===== src/rtl/gige_oset_pkg.sv =====
package gige_oset_pkg;
  localparam logic [7:0] K28_5 = 8'hBC;
  localparam logic [7:0] D21_5 = 8'hB5;
  localparam logic [7:0] D2_2  = 8'h42;
  localparam logic [7:0] D5_6  = 8'hC5;
  localparam logic [7:0] D16_2 = 8'h50;

  typedef enum logic {
    MODE_IDLE = 1'b0,
    MODE_CFG  = 1'b1
  } oset_mode_e;
endpackage


===== src/rtl/gige_oset_ctrl.sv =====
module gige_oset_ctrl
  import gige_oset_pkg::*;
#(
  parameter int CFG_BYTES = 2,
  localparam int CFG_W    = 8 * CFG_BYTES,
  localparam int CFG_LEN  = 2 + CFG_BYTES,
  localparam int POS_W    = $clog2(CFG_LEN)
) (
  input  logic             clk_i,
  input  logic             rst_ni,
  input  logic             cfg_mode_i,
  input  logic [CFG_W-1:0] cfg_reg_i,
  input  logic             rd_pos_i,
  output logic             valid_o,
  output logic [POS_W-1:0] pos_o,
  output oset_mode_e       mode_o,
  output logic [CFG_W-1:0] cfg_o,
  output logic             var2_o,
  output logic             corr_o
);
  logic             valid_q;
  logic [POS_W-1:0] pos_q;
  oset_mode_e       mode_q;
  logic [CFG_W-1:0] cfg_q;
  logic             var2_q;
  logic             corr_q;
  logic             last_grp;
  logic             boundary;

  always_comb begin
    if (mode_q == MODE_CFG) last_grp = (pos_q == POS_W'(CFG_LEN - 1));
    else                    last_grp = (pos_q == POS_W'(1));
  end

  assign boundary = !valid_q || last_grp;

  always_ff @(posedge clk_i or negedge rst_ni) begin
    if (!rst_ni) begin
      valid_q <= 1'b0;
      pos_q   <= '0;
      mode_q  <= MODE_IDLE;
      cfg_q   <= '0;
      var2_q  <= 1'b0;
      corr_q  <= 1'b0;
    end else begin
      valid_q <= 1'b1;
      if (boundary) begin
        pos_q  <= '0;
        mode_q <= oset_mode_e'(cfg_mode_i);
        cfg_q  <= cfg_reg_i;
        // first set after reset assumes negative disparity
        corr_q <= valid_q & rd_pos_i;
        // alternate only across back-to-back config sets
        var2_q <= cfg_mode_i & valid_q & (mode_q == MODE_CFG) & ~var2_q;
      end else begin
        pos_q <= pos_q + POS_W'(1);
      end
    end
  end

  assign valid_o = valid_q;
  assign pos_o   = pos_q;
  assign mode_o  = mode_q;
  assign cfg_o   = cfg_q;
  assign var2_o  = var2_q;
  assign corr_o  = corr_q;
endmodule


===== src/rtl/gige_oset_sel.sv =====
module gige_oset_sel
  import gige_oset_pkg::*;
#(
  parameter int CFG_BYTES = 2,
  localparam int CFG_W    = 8 * CFG_BYTES,
  localparam int CFG_LEN  = 2 + CFG_BYTES,
  localparam int POS_W    = $clog2(CFG_LEN)
) (
  input  logic             valid_i,
  input  logic [POS_W-1:0] pos_i,
  input  oset_mode_e       mode_i,
  input  logic [CFG_W-1:0] cfg_i,
  input  logic             var2_i,
  input  logic             corr_i,
  output logic [7:0]       data_o,
  output logic             ctrl_o,
  output logic             start_o
);
  logic [7:0] cfg_byte [CFG_BYTES];

  for (genvar g = 0; g < CFG_BYTES; g++) begin : g_byte
    assign cfg_byte[g] = cfg_i[8*g +: 8];
  end

  always_comb begin
    data_o  = 8'h00;
    ctrl_o  = 1'b0;
    start_o = 1'b0;
    if (valid_i) begin
      if (pos_i == '0) begin
        data_o  = K28_5;
        ctrl_o  = 1'b1;
        start_o = 1'b1;
      end else if (pos_i == POS_W'(1)) begin
        if (mode_i == MODE_CFG) data_o = var2_i ? D2_2 : D21_5;
        else                    data_o = corr_i ? D5_6 : D16_2;
      end else begin
        for (int b = 0; b < CFG_BYTES; b++) begin
          if (pos_i == POS_W'(b + 2)) data_o = cfg_byte[b];
        end
      end
    end
  end
endmodule


===== src/rtl/gige_oset_gen.sv =====
module gige_oset_gen
  import gige_oset_pkg::*;
#(
  parameter int CFG_BYTES = 2,
  localparam int CFG_W    = 8 * CFG_BYTES,
  localparam int CFG_LEN  = 2 + CFG_BYTES,
  localparam int POS_W    = $clog2(CFG_LEN)
) (
  input  logic             clk_i,
  input  logic             rst_ni,
  input  logic             cfg_mode_i,
  input  logic [CFG_W-1:0] cfg_reg_i,
  input  logic             rd_pos_i,
  output logic [7:0]       data_o,
  output logic             ctrl_o,
  output logic             set_start_o
);
  logic             valid;
  logic [POS_W-1:0] pos;
  oset_mode_e       mode;
  logic [CFG_W-1:0] cfg;
  logic             var2;
  logic             corr;

  gige_oset_ctrl #(.CFG_BYTES(CFG_BYTES)) u_ctrl (
    .clk_i      (clk_i),
    .rst_ni     (rst_ni),
    .cfg_mode_i (cfg_mode_i),
    .cfg_reg_i  (cfg_reg_i),
    .rd_pos_i   (rd_pos_i),
    .valid_o    (valid),
    .pos_o      (pos),
    .mode_o     (mode),
    .cfg_o      (cfg),
    .var2_o     (var2),
    .corr_o     (corr)
  );

  gige_oset_sel #(.CFG_BYTES(CFG_BYTES)) u_sel (
    .valid_i (valid),
    .pos_i   (pos),
    .mode_i  (mode),
    .cfg_i   (cfg),
    .var2_i  (var2),
    .corr_i  (corr),
    .data_o  (data_o),
    .ctrl_o  (ctrl_o),
    .start_o (set_start_o)
  );
endmodule


===== config.mk =====
export PLATFORM = sky130hd
export DESIGN_NAME = gige_oset_gen
export DESIGN_NICKNAME = d
export VERILOG_FILES = /design/src/rtl/gige_oset_pkg.sv /design/src/rtl/gige_oset_ctrl.sv /design/src/rtl/gige_oset_sel.sv /design/src/rtl/gige_oset_gen.sv
export SDC_FILE = /design/constraint.sdc
export NUM_CORES = 1
export LEC_CHECK = 0
export ABC_AREA = 1
export ABC_CLOCK_PERIOD_IN_PS = 4350
export BUFFER_PORTS_ARGS = -buffer_cell sky130_fd_sc_hd__clkbuf_2
export CAP_MARGIN = 10
export CORE_MARGIN = 2
export CORE_UTILIZATION = 50
export DETAILED_ROUTE_END_ITERATION = 10
export GPL_TIMING_DRIVEN = 0
export PLACE_DENSITY = 0.86
export SLEW_MARGIN = 15
export SYNTH_ARGS = -nofsm -noshare
export SYNTH_HDL_FRONTEND = slang
export SYNTH_SLANG_ARGS = --single-unit

===== constraint.sdc =====
create_clock -name clk_i -period 4.35 [get_ports clk_i]
set_input_delay 0.87 -clock clk_i [delete_from_list [all_inputs] [get_ports clk_i]]
set_output_delay 0.87 -clock clk_i [all_outputs]
set_load 0.01 [all_outputs]

==> flow_summary.ini <==
[cells_and_area]
antenna_cells = 0
final_common_cell = nand2_1
syn_to_final_growth_pct = 17.4
fin_cells = 217
num-nets-final = 215
final_cell_mix = nand2_1 (74), clkbuf_2 (29), dfrtp_1 (22)
drive_above_1_share_pct = 21.7

[sta]
rsz0062_at_grt = no
worst_pin_slew_ns = 0.541
fin_crit_ns = 2.70
setup_violations = 0
finClkSkew_ns = 0.00115
fin_crit_sh_pct = 62.1
slew_headroom_pct = 64.0
finalWorstSetupSlack_ns = 1.65
finalMaxSlewViolations = 0
tns_ns = 0
whs_ns = 0.491
clock.fmax_mhz = 370
finalHoldViolations = 0

[detailed_routing]
ant_nets = 0
vias_per_cell = 4.91
drc = 0
via_count = 1066
drtPass1Iterations = 4
drtIter0Drc = 21
drt_wl_total_mm = 2.58
wl_per_cell_um = 11.9

[cts]
ctsRootBufferMaster = clkbuf_4
cts_resized = 0
post-cts-setup-buffers = 0
cts_hold_buffers = 0
clock-sinks = 22
path_clk_slew_ns = 0.11
clock_latency_ns = 0.32
cts_buffer_depth = 2
cts-buffers-inserted = 3
cts_max_level = 1
cts_tree = yes

[die]
die_w_um = 52.2
dieArea_um2 = 2730
die_y_um = 52.2
core-area_um2 = 2210
ios = 30
row_count = 17
start_util_pct = 52.5

[worst_setup_path]
cpMaxStageDelayCell = dfrtp_1
critPathMaxStageDelay_ns = 0.43
cp.arrival_ns = 1.83
cp_max_fo = 10
cp_top_family = buffers and inverters
cp_cell_sequence = ha_1, buf_2, inv_1, nand3_1, nand2_1, nand2_1, a21oi_1, clkbuf_2
crit_type = flop to output port
crit_required_ns = 3.48
path_buf_inv = 3
critical_path.startpoint = u_ctrl.pos_o[0]$_DFF_PN0_
r2r-end = u_ctrl.cfg_o[3]$_DFFE_PN0P_
r2r_setup_slack_ns = 2.85
r2r_start = u_ctrl.pos_o[1]$_DFF_PN0_
crit_path_end_kind = output port
startpoint_type = flop
cp_num_cells = 8
endpoint = data_o[4]
critPathMostFrequentCell = nand2_1
reg2reg_depth = 8

[synth]
synthesis.nets = 181
yosysWarnings = 0
syn_area_um2 = 1160
yosysSeqAreaShare_pct = 47.4
ys_ff_latch = 22
synth_cell_types = 16
synth_cells = 157
postSynthAreaPerCell_um2 = 7.40

[global_routing]
grt_usage_pct = 23.1
grt_pass1_wl_mm = 4.52
grt_max_degree = 23
grt_pass1_vias = 1061
grt_antenna_before_repair = 0
globalRoute.totalOverflow = 0

[placement]
dp_hpwl_mm = 1.98
numPortBuffers = 29
place_ws_ns = 2.01
gp_congestion = 0.863
dp_cells = 214

[pwr]
p_int_mw = 0.333
switching_power_mw = 0.188
ir_drop_mv = 0.284
p_per_area_nw_per_um2 = 382
p_clk_share_pct = 18.0
p_leak_nw = 0.788
comb_power_share_pct = 32.0
switching_share_pct = 36.1
seq_power_share_pct = 50.0

[outcome]
status = finished clean

[flow_run]
maxCapViolCount = 0

[min_path]
min_path_type = flop to flop
==> flip-flops by register name, indices dropped and copies added (netlist names) <==
| name | flops |
|---|---|
| u_ctrl.cfg_o | 16 |
| u_ctrl.corr_o | 1 |
| u_ctrl.mode_o | 1 |
| u_ctrl.pos_o | 2 |
| u_ctrl.valid_o | 1 |
| u_ctrl.var2_o | 1 |
==> stage by stage <==
step,total power [mW],area [µm²],utilization [%]
6_report,0.521,1370,61.7
4_1_cts,0.524,1370,61.7
2_1_floorplan,0.372,1160,-
3_3_place_gp,0.420,1340,60.7
5_1_grt,0.559,1370,61.7
3_5_place_dp,0.431,1340,60.7
==> synth_stat cells <==
cell type,count,area (µm²)
inv_1,13,48.8
a21oi_1,11,55.1
buf_6,2,22.5
buf_2,2,10.0
conb_1,1,3.75
nand3_1,9,45.0
nand2_1,74,278
ha_1,4,50.1
dfrtp_1,22,551
nand3_4,1,17.5
nand2_2,1,6.26
inv_4,1,6.26
buf_4,1,7.51
o21ai_0,4,20.0
nor2_1,10,37.5
inv_2,1,3.75
==> final cells by class <==
type                       count  area [µm²]
clock buffer                   3        22.5
inverter                      15        58.8
buffer                         5        40.0
fill                         219         847
timing repair buffer          29         145
tap                           28        35.0
multi-input combinational    115         513
sequential                    22         551
==> cell families after synthesis <==
kind of cell	count (synthesis)	synth area share, %
adder cells (fa/ha/maj)	4	4.31
AND/OR/NAND/NOR	95	33.0
buffers and inverters	20	8.50
flip-flops	22	47.4
other	1	0.323
AO/OA/AOI/OAI	15	6.46
==> layer usage <==
metal | part of all wire (%) | global-route usage, % | up-vias
li1 | - | - | 543
met5 | 0 | 0 | -
met3 | 6.5 | 3.71 | 13
met4 | 4.7 | 15.4 | 0
met2 | 48 | 36.5 | 48
met1 | 41 | 29.1 | 462
==> power groups by stage <==
| stage | Clock, mW | Sequential, mW | Combinational (mW) |
|---|---|---|---|
| floorplan | 0 | 0.257 | 0.115 |
| global placement | 0 | 0.262 | 0.158 |
| detailed placement | 0 | 0.264 | 0.167 |
| CTS | 0.0965 | 0.260 | 0.168 |
| global route | 0.101 | 0.264 | 0.193 |
| finish | 0.0938 | 0.260 | 0.167 |
==> worst min-delay path by stage <==
| stage | slack, ns | to | startpoint | cells after the start |
|---|---|---|---|---|
| 2_1_floorplan | 0.44 | u_ctrl.cfg_o[12]$_DFFE_PN0P_ | u_ctrl.cfg_o[12]$_DFFE_PN0P_ | 2 |
| 3_3_place_gp | 0.46 | u_ctrl.cfg_o[0]$_DFFE_PN0P_ | u_ctrl.cfg_o[0]$_DFFE_PN0P_ | 2 |
| 3_5_place_dp | 0.47 | u_ctrl.cfg_o[13]$_DFFE_PN0P_ | u_ctrl.cfg_o[13]$_DFFE_PN0P_ | 2 |
| 4_1_cts | 0.50 | u_ctrl.cfg_o[6]$_DFFE_PN0P_ | u_ctrl.cfg_o[6]$_DFFE_PN0P_ | 2 |
| 5_1_grt | 0.51 | u_ctrl.cfg_o[8]$_DFFE_PN0P_ | u_ctrl.cfg_o[8]$_DFFE_PN0P_ | 2 |
| 6_report | 0.49 | u_ctrl.cfg_o[8]$_DFFE_PN0P_ | u_ctrl.cfg_o[8]$_DFFE_PN0P_ | 2 |
==> worst register-to-register path, stage by stage, from the launching register on <==
cell     delay [ns]
dfrtp_1        0.43
inv_1          0.11
ha_1           0.32
nand2_2        0.11
nand3_4        0.11
inv_4          0.08
buf_6          0.14
nand2_1        0.06
nand2_1        0.05
Power figures use the tool's default switching activity.
